**config.mk**
```make
export PLATFORM = sky130hd
export DESIGN_NAME = bcd_rtc
export DESIGN_NICKNAME = d
export VERILOG_FILES = /design/src/rtl/bcd_rtc.sv
export SDC_FILE = /design/constraint.sdc
export NUM_CORES = 1
export LEC_CHECK = 0
export BUFFER_PORTS_ARGS = -buffer_cell sky130_fd_sc_hd__buf_2
export CAP_MARGIN = 40
export CORE_MARGIN = 4
export CORE_UTILIZATION = 50
export DETAILED_ROUTE_END_ITERATION = 10
export GPL_ROUTABILITY_DRIVEN = 0
export PLACE_DENSITY = 0.77
export SYNTH_ARGS = -nofsm -noshare
export SYNTH_HDL_FRONTEND = slang
export SYNTH_SLANG_ARGS = --single-unit
export TNS_END_PERCENT = 10
```
**constraint.sdc**
```tcl
create_clock -name clk -period 12.49 [get_ports clk]
set_input_delay 2.498 -clock clk [delete_from_list [all_inputs] [get_ports clk]]
set_output_delay 2.498 -clock clk [all_outputs]
set_load 0.005 [all_outputs]
```
**src/rtl/bcd_rtc.sv**
```systemverilog
module bcd_rtc #(
  parameter logic [7:0] CENT_INIT = 8'h20
) (
  input  logic       clk,
  input  logic       rst_n,
  input  logic       tick,
  input  logic [3:0] sel,
  input  logic       wr_en,
  input  logic [7:0] wr_data,
  input  logic       rd_en,
  output logic [7:0] rd_data,
  output logic       irq
);
  localparam logic [3:0] CTRL  = 4'd12;
  localparam logic [3:0] FLAGS = 4'd13;

  function automatic logic [7:0] binc(input logic [7:0] v);
    return (v[3:0] == 4'd9) ? {v[7:4] + 4'd1, 4'd0} : v + 8'd1;
  endfunction

  function automatic logic div4(input logic [7:0] v);
    return v[4] ? (v[3:0] == 4'd2 || v[3:0] == 4'd6)
                : (v[3:0] == 4'd0 || v[3:0] == 4'd4 || v[3:0] == 4'd8);
  endfunction

  logic [7:0] cur [8];
  logic [7:0] vis [8];
  logic [7:0] src [8];
  logic [7:0] nxt [8];
  logic [7:0] alm [4];
  logic [7:0] pend;
  logic [7:0] dim;
  logic       frz, tick_d, aflag;

  wire frz_nx = (wr_en && sel == CTRL) ? wr_data[0] : frz;
  wire rel    = frz & ~frz_nx;
  wire twr    = wr_en & ~sel[3];
  wire leap   = (src[6] != 8'h00) ? div4(src[6]) : div4(src[7]);
  wire match  = tick_d && alm[0] == cur[0] && alm[1] == cur[1] &&
                alm[2] == cur[2] && alm[3] == cur[4];

  always_comb begin
    for (int i = 0; i < 8; i++) begin
      src[i] = cur[i];
      if (twr && !frz && sel[2:0] == 3'(i)) src[i] = wr_data;
      if (rel && pend[i]) src[i] = vis[i];
    end
  end

  always_comb begin
    case (src[5])
      8'h02:                      dim = leap ? 8'h29 : 8'h28;
      8'h04, 8'h06, 8'h09, 8'h11: dim = 8'h30;
      default:                    dim = 8'h31;
    endcase
  end

  always_comb begin
    nxt = src;
    if (tick) begin
      nxt[0] = binc(src[0]);
      if (src[0] == 8'h59) begin
        nxt[0] = 8'h00;
        nxt[1] = binc(src[1]);
        if (src[1] == 8'h59) begin
          nxt[1] = 8'h00;
          nxt[2] = binc(src[2]);
          if (src[2] == 8'h23) begin
            nxt[2] = 8'h00;
            nxt[3] = (src[3] == 8'h07) ? 8'h01 : src[3] + 8'd1;
            nxt[4] = binc(src[4]);
            if (src[4] == dim) begin
              nxt[4] = 8'h01;
              nxt[5] = binc(src[5]);
              if (src[5] == 8'h12) begin
                nxt[5] = 8'h01;
                nxt[6] = binc(src[6]);
                if (src[6] == 8'h99) begin
                  nxt[6] = 8'h00;
                  nxt[7] = (src[7] == 8'h99) ? 8'h00 : binc(src[7]);
                end
              end
            end
          end
        end
      end
    end
  end

  always_ff @(posedge clk or negedge rst_n) begin
    if (!rst_n) begin
      for (int i = 0; i < 8; i++) begin
        cur[i] <= 8'h00;
        vis[i] <= 8'h00;
      end
      cur[3] <= 8'h01; cur[4] <= 8'h01; cur[5] <= 8'h01; cur[7] <= CENT_INIT;
      vis[3] <= 8'h01; vis[4] <= 8'h01; vis[5] <= 8'h01; vis[7] <= CENT_INIT;
      for (int i = 0; i < 4; i++) alm[i] <= 8'h00;
      pend   <= 8'h00;
      frz    <= 1'b0;
      tick_d <= 1'b0;
      aflag  <= 1'b0;
    end else begin
      cur <= nxt;
      if (!frz || rel) vis <= nxt;
      else if (twr) begin
        vis[sel[2:0]]  <= wr_data;
        pend[sel[2:0]] <= 1'b1;
      end
      if (rel) pend <= 8'h00;
      if (wr_en && sel[3:2] == 2'b10) alm[sel[1:0]] <= wr_data;
      frz    <= frz_nx;
      tick_d <= tick;
      if (match) aflag <= 1'b1;
      else if (rd_en && sel == FLAGS) aflag <= 1'b0;
    end
  end

  always_comb begin
    if (!sel[3]) rd_data = vis[sel[2:0]];
    else if (!sel[2]) rd_data = alm[sel[1:0]];
    else if (sel == CTRL) rd_data = {7'd0, frz};
    else if (sel == FLAGS) rd_data = {1'b0, aflag, 6'd0};
    else rd_data = 8'h00;
  end

  assign irq = aflag;

  wire [63:0] cur_flat = {cur[7], cur[6], cur[5], cur[4], cur[3], cur[2], cur[1], cur[0]};
  wire [63:0] vis_flat = {vis[7], vis[6], vis[5], vis[4], vis[3], vis[2], vis[1], vis[0]};

  assert_hold_no_tick_R2: assert property (@(posedge clk) disable iff (!rst_n)
    (!tick && !wr_en) |=> $stable(cur_flat));

  assert_frozen_hold_R6: assert property (@(posedge clk) disable iff (!rst_n)
    (frz && !wr_en) |=> $stable(vis_flat));

  assert_irq_after_tick_R9: assert property (@(posedge clk) disable iff (!rst_n)
    $rose(irq) |-> $past(tick, 2));

  assert_irq_sticky_R10: assert property (@(posedge clk) disable iff (!rst_n)
    (irq && !(rd_en && sel == FLAGS)) |=> irq);

  assert_flag_clear_R10: assert property (@(posedge clk) disable iff (!rst_n)
    (rd_en && sel == FLAGS && !tick_d) |=> !irq);
endmodule

```
-- Word-level counts from Yosys, hierarchy flattened
Index checks and enable logic that the tools add are counted.
- bits in latches: 0
- ROM bits: 0
- bits of input ports: 17
- register bits: 171
- logic and storage cells: 202
- memories kept: 0
- output and inout bits: 9
- RAM bits: 0
- reduce and logical (&&, ||, !) cells: 44
- mux-type cells: 63
- magnitude comparators: 6
- eq/ne operators: 43
- shift operators: 0
- div/mod/pow operators: 0
- $mul: 0
- $add $sub $neg: 15
- bitwise gates (word level): 7
- operators by type and width (cell ; number):
    2-to-1 mux 8 bit ; 36
    2-to-1 mux 64 bit ; 4
    adder 8 x 1 -> 8 bit, second input constant ; 8
    bitwise mux 64 bit ; 1
    2-to-1 mux 56 bit ; 1
    2-to-1 mux 48 bit ; 1
    equality test 4 bit, second input constant ; 11
    equality test 8 bit ; 5
    bitwise mux 32 bit ; 1
    2-to-1 mux 32 bit ; 1
    adder 4 x 1 -> 4 bit, second input constant ; 7
    logical AND 1 bit ; 27
    binary-select mux 8 bit (select 3 bit) ; 1
    demux 8 bit (select 3 bit) ; 1
    equality test 8 x 3 -> 1 bit, second input constant ; 3
    2-to-1 mux 24 bit ; 1
    binary-select mux 8 bit (select 2 bit) ; 1
    demux 8 bit (select 2 bit) ; 1
    equality test 4 x 3 -> 1 bit, second input constant ; 4
    equality test 8 x 5 -> 1 bit, second input constant ; 2
    equality test 8 x 7 -> 1 bit, second input constant ; 2
    equality test 8 bit, second input constant ; 2
    2-to-1 mux 16 bit ; 1
    2-to-1 mux 7 bit ; 2
    31 further kinds ; 54

-- Logic depth before layout (Yosys ltp)
- depth after elaboration: 21
- gate-level depth with buffers: 21
- gate-level depth less buffers: 17

-- Worst setup path before layout
Ideal clock, no wire load.
- path kind: in2out
- start point: in sel[0]
- end point: out rd_data[1]
- required time: 9.992 ns
- buffers on the path: 3
- stages on the path: 6
- arrival: 4.301 ns
- path slack: 5.691 ns
- path through: clkbuf_1 -> buf_2 -> buf_1 -> mux4_2 -> mux2i_1 -> o2bb2ai_1
- longest elaborated chain between the ends: 6
- elaborated cells on any way between the ends: 12
- classes of those cells: eq/ne (1); mux (9); bitwise (2)
- ends and longest elaborated chain (what ; line ; source):
    start: declaration ; 7 ; input logic [3:0] sel,
    inverter 2 -> 3 bit (implied by the code) ; 121 ; else if (!sel[2]) rd_data = alm[sel[1:0]];
    binary-select mux 8 bit (select 2 bit) ; 121 ;
    2-to-1 mux 8 bit (implied by the code) (2 in a row) ; 121 ;
    2-to-1 mux 8 bit ; 121 ;
    2-to-1 mux 8 bit (*) ; 120 ; if (!sel[3]) rd_data = vis[sel[2:0]];
    end: declaration ; 11 ; output logic [7:0] rd_data,
Every way passes the cells marked *; elsewhere a longest branch is shown, timed or not. The select of a mux whose other input is x is not followed.

==> impl.org <==
** CTS
- Total of hold buffers inserted after clock tree synthesis :: 0
- Number of sinks handled by clock tree synthesis :: ~170
- CTS HTree Levels :: 4
- After clock tree synthesis, the repair step resized 0 gates.
- Clock tree from TritonCTS :: done
- Post-CTS Repair Setup Buffers :: 0
- Clock-pin slew of the registers on the worst-case setup and hold paths :: roughly 0.07 ns
- The cell sitting at the root of the clock tree is a sky130_fd_sc_hd__clkbuf_16.
- Clock latency reported for the late side of the worst-skew pair :: 0.44 ns
- Maximum clock insertion buffer count :: 2
- Clock tree synthesis inserted a total of 17 buffers.

** Critical path
- R2R setup slack :: approximately 6.7 ns
- Of all nets on the critical path, the largest fanout is 47.
- Setup Crit Path Kind :: in2reg
- Required @ worst endpoint :: between 10 and 15 ns
- Startpoint Class :: input port
- CP endpoint kind :: flip-flop
- Crit Reg-Reg Startpoint :: frz$_DFF_PN0_
- Worst Path Arrival :: slightly below 8 ns
- Worst reg2reg path depth :: 12
- Endpoint of the worst register-to-register path :: vis[0]$_DFFE_PN0P_

** Timing
- Pins Over Slew Limit :: 0
- The routed design could run at a clock period as short as between 7 and 8 ns.
- Headroom to the max-slew limit came out at about 36%.
- Setup repair after global routing missed its margin :: false
- Total negative setup slack :: 0 ns
- Worst-case clock skew :: ~0.013 ns
- Timing would allow up to approximately 130 MHz.
- Dividing the final minimum period by the clock period gives approximately 60%.
- The final-report hold violation count is 0.
- Setup violations remaining at the end of the flow were counted as 0.
- Tightest Pin Transition :: between 0.9 and 1 ns

** Drt
- WL final :: 38100 um
- Dividing the detail-routed wire length by the instance count gives around 23 um.
- Routed wire length on met3 :: between 5000 and 6000 um
- Before antenna repair, the detailed router went through 7 iterations.
- Number of vias per cell :: about 6.7
- Number of violations reported at the end of detailed-routing iteration 0 :: 1481
- The detailed router used layers up to and including met5.
- After detailed routing, the wire length on met1 is approximately 15000 um.
- The final route contains 11100 vias.
- The detail route stage leaves a number of antenna-violating nets equal to 0.
- Sum of met2 wire segment lengths after detailed routing :: ~17000 um
- After detailed routing, the number of remaining DRC violations is 0.

** Pwr
- Standby leakage power :: between 5 and 6 nW
- Internal cell power :: 1.37 mW
- Maximum vdd ir drop :: 0.000106 V
- Combinational share of power :: between 30% and 40%
- Clk network pwr share :: 22.5%
- Power Density :: ~180 nW/um^2
- Per report_power, the sequential group accounts for roughly two fifths of the total.
- Summed over all nets, the switching power comes to about 910 uW.
- Overall Power :: ~2.3 mW
- Net switching is between 30% and 40% of the power.

** Global routing
- First-pass GRT wire length :: between 50000 and 60000 um
- The number of antenna violations at the first check in global routing is 2.
- Maximum number of pins on one net before global-route repair :: 70
- Via count of the first global-routing pass :: roughly 10000
- Combined global-route utilization of all metal layers :: around 29%
- Overflow left after global routing :: 0

** Floorplan
- Core area :: around 23000 um^2
- Initial Utilization :: between 50% and 60%
- From bottom edge to top edge, the die measures roughly 160 um.
- Row generation in the floorplan step produced 55 rows.
- The die covers approximately 26000 um^2.
- The floorplan step set the die width to 162 um.
- 26 I/O pins were placed.

** Logic synthesis
- Synth Net Count :: roughly 1400
- For this run, the leading register cell type out of synthesis is sky130_fd_sc_hd__dfrtp_1.
- Distinct cell type count of the synthesized netlist :: 81
- Synth Instances :: approximately 1400
- Of all flip-flops after synthesis, the portion carrying an async set or reset was 100%.
- Counting flops with a built-in enable in the synthesized netlist gives 0.
- Number of synthesis warnings :: 0
- Average cell area after synthesis :: about 8.7 um^2
- Cell area after technology mapping :: roughly 12000 um^2
- Sequential-to-total area share from yosys stat :: 36.3%
- In this run, synthesis produced a sequential element count of 171.

** Min path
- Along the worst hold path, the cell count comes to 2.
- In this run the most critical hold path is launched from pend[7]$_DFFE_PN0P_.
- End point of the most critical hold path :: pend[7]$_DFFE_PN0P_
- The tightest min-delay check is of the reg2reg type.

** Cells and area
- Of the cells placed in the final design, the portion with a size suffix greater than 1 is between 10% and 20%.
- The finished cells cover 12700 um^2.
- Area Growth Syn to Fin :: 7.48%
- At the end of the flow, the number of nets in the layout was 1361.
- Leaving out fill and tap cells, the most frequent cell in the layout is sky130_fd_sc_hd__nand2_1.
- Leading cell types in the layout, fill and taps excluded :: sky130_fd_sc_hd__nand2_1 (165), sky130_fd_sc_hd__dfrtp_1 (163), sky130_fd_sc_hd__nor2_1 (126)
- Leaving out filler cells and counting taps, the final layout contains between 1500 and 2000.
- Filler Cells Inserted :: between 2000 and 2500

** Place
- The number of placed instances, taps included, is between 1500 and 2000.
- Cell area after placement :: roughly 12000 um^2
- Detailed placement ended at an HPWL of around 27000 um.
- IO buf count :: 25

** Job
- Max-cap violations in this run came to 0.

** Status
- Status :: complete, no violations
==> worst max path at each step <==
| stage | start | endpoint | slack, ns |
|---|---|---|---|
| finish | sel[1] | vis[0]$_DFFE_PN0P_ | 4.97 |
| global placement | sel[1] | vis[0]$_DFFE_PN0P_ | 4.64 |
| detailed placement | sel[1] | vis[0]$_DFFE_PN0P_ | 4.73 |
| floorplan | sel[0] | rd_data[1] | 5.69 |
| global route | sel[1] | vis[0]$_DFFE_PN0P_ | 4.75 |
| CTS | sel[1] | vis[0]$_DFFE_PN0P_ | 5.18 |
==> per-layer routing <==
layer / GRT usage [%] / up-vias
met4: 13.5 / 2
met2: 43.5 / 791
met1: 38.7 / 5326
met5: 0 / -
met3: 7.74 / 135
li1: - / 4855
==> power groups by stage <==
stage / Clock [mW] / Sequential [mW] / Combinational, mW
floorplan: 0 / 0.838 / 0.617
global placement: 0 / 0.940 / 0.758
detailed placement: 0 / 0.945 / 0.787
CTS: 0.516 / 0.936 / 0.794
global route: 0.537 / 0.958 / 0.890
finish: 0.513 / 0.952 / 0.812
==> cell families (layout without fill, tap and decap cells) <==
| logic type | Yosys count | in the layout | synth area share (%) |
|---|---|---|---|
| AOI/OAI and AO/OA | 292 | 292 | 15.9 |
| xor gates and xnor gates | 62 | 62 | 4.66 |
| adders and majority gates | 19 | 19 | 2.01 |
| buffers and inverters | 119 | 106 | 4.05 |
| DFF | 171 | 171 | 36.3 |
| muxes | 128 | 128 | 13.9 |
| other | 0 | 1 | 0 |
| and+or+nand+nor | 559 | 559 | 23.2 |
==> through the flow <==
step	hold WS (ns)	setup slack, ns	utilization (%)
after floorplan	0.462	5.69	-
after global routing	0.537	4.75	55.4
after global placement	0.494	4.64	52.9
after CTS	0.508	5.18	55.4
final	0.516	4.97	55.4
after detailed placement	0.493	4.73	52.9
==> final cells by class <==
type / count / area, um^2 / area share, %
flip-flops and latches: 171 / 4290 / 33.8
inverters: 30 / 113 / 0.887
well taps: 313 / 392 / 3.09
diodes: 1 / 2.50 / 0.0197
repair buffers: 45 / 283 / 2.23
clock buffers: 22 / 464 / 3.66
multi-input cells: 1060 / 7060 / 55.6
clock inverters: 9 / 90.1 / 0.710
==> registers in the layout, summed over array words and instances (netlist names) <==
name,count
vis,64
cur,64
frz,1
tick_d,1
irq,1
pend,8
alm,32
==> worst max-delay path: stages <==
cell                        delay [ns]
sky130_fd_sc_hd__buf_2            0.11
sky130_fd_sc_hd__buf_4            0.31
sky130_fd_sc_hd__nor2_1           0.38
sky130_fd_sc_hd__nand4_1          0.56
sky130_fd_sc_hd__o21ai_0          0.71
sky130_fd_sc_hd__ha_1             0.30
sky130_fd_sc_hd__o31a_1           0.16
sky130_fd_sc_hd__o21ai_1          0.13
sky130_fd_sc_hd__or4_1            0.77
sky130_fd_sc_hd__or3_4            0.46
sky130_fd_sc_hd__a2111oi_4        0.42
sky130_fd_sc_hd__buf_6            0.24
sky130_fd_sc_hd__and3_1           0.36
sky130_fd_sc_hd__xnor2_1          0.13
sky130_fd_sc_hd__mux2_2           0.27
==> cell usage after synthesis (6+ instances only) <==
library cell / count / area [um^2]
sky130_fd_sc_hd__nand2_1: 165 / 619
sky130_fd_sc_hd__nor3b_1: 7 / 52.6
sky130_fd_sc_hd__o21a_1: 21 / 158
sky130_fd_sc_hd__nor3_1: 30 / 150
sky130_fd_sc_hd__a31oi_1: 36 / 225
sky130_fd_sc_hd__o22ai_1: 6 / 37.5
sky130_fd_sc_hd__ha_1: 19 / 238
sky130_fd_sc_hd__inv_1: 29 / 109
sky130_fd_sc_hd__mux2i_1: 58 / 581
sky130_fd_sc_hd__a21oi_1: 58 / 290
sky130_fd_sc_hd__o2bb2ai_1: 7 / 61.3
sky130_fd_sc_hd__xnor2_1: 39 / 342
sky130_fd_sc_hd__nand2b_1: 12 / 75.1
sky130_fd_sc_hd__a211oi_1: 8 / 60.1
sky130_fd_sc_hd__nor2_1: 126 / 473
sky130_fd_sc_hd__xor2_1: 22 / 193
sky130_fd_sc_hd__dfstp_2: 8 / 210
sky130_fd_sc_hd__o21ai_0: 81 / 405
sky130_fd_sc_hd__or4_1: 6 / 45.0
sky130_fd_sc_hd__nor2b_1: 20 / 125
sky130_fd_sc_hd__nor4_1: 14 / 87.6
sky130_fd_sc_hd__mux4_2: 24 / 541
sky130_fd_sc_hd__mux2_2: 46 / 518
sky130_fd_sc_hd__buf_1: 10 / 37.5
sky130_fd_sc_hd__nand3_1: 101 / 505
sky130_fd_sc_hd__buf_2: 19 / 95.1
sky130_fd_sc_hd__a21o_1: 11 / 82.6
sky130_fd_sc_hd__nand4_1: 20 / 125
sky130_fd_sc_hd__and3_1: 11 / 68.8
sky130_fd_sc_hd__a31o_2: 8 / 70.1
sky130_fd_sc_hd__and2_1: 12 / 75.1
sky130_fd_sc_hd__o211ai_1: 8 / 60.1
sky130_fd_sc_hd__clkbuf_1: 58 / 218
sky130_fd_sc_hd__dfrtp_1: 163 / 4080
No activity file was read; power rests on OpenSTA's default activity.
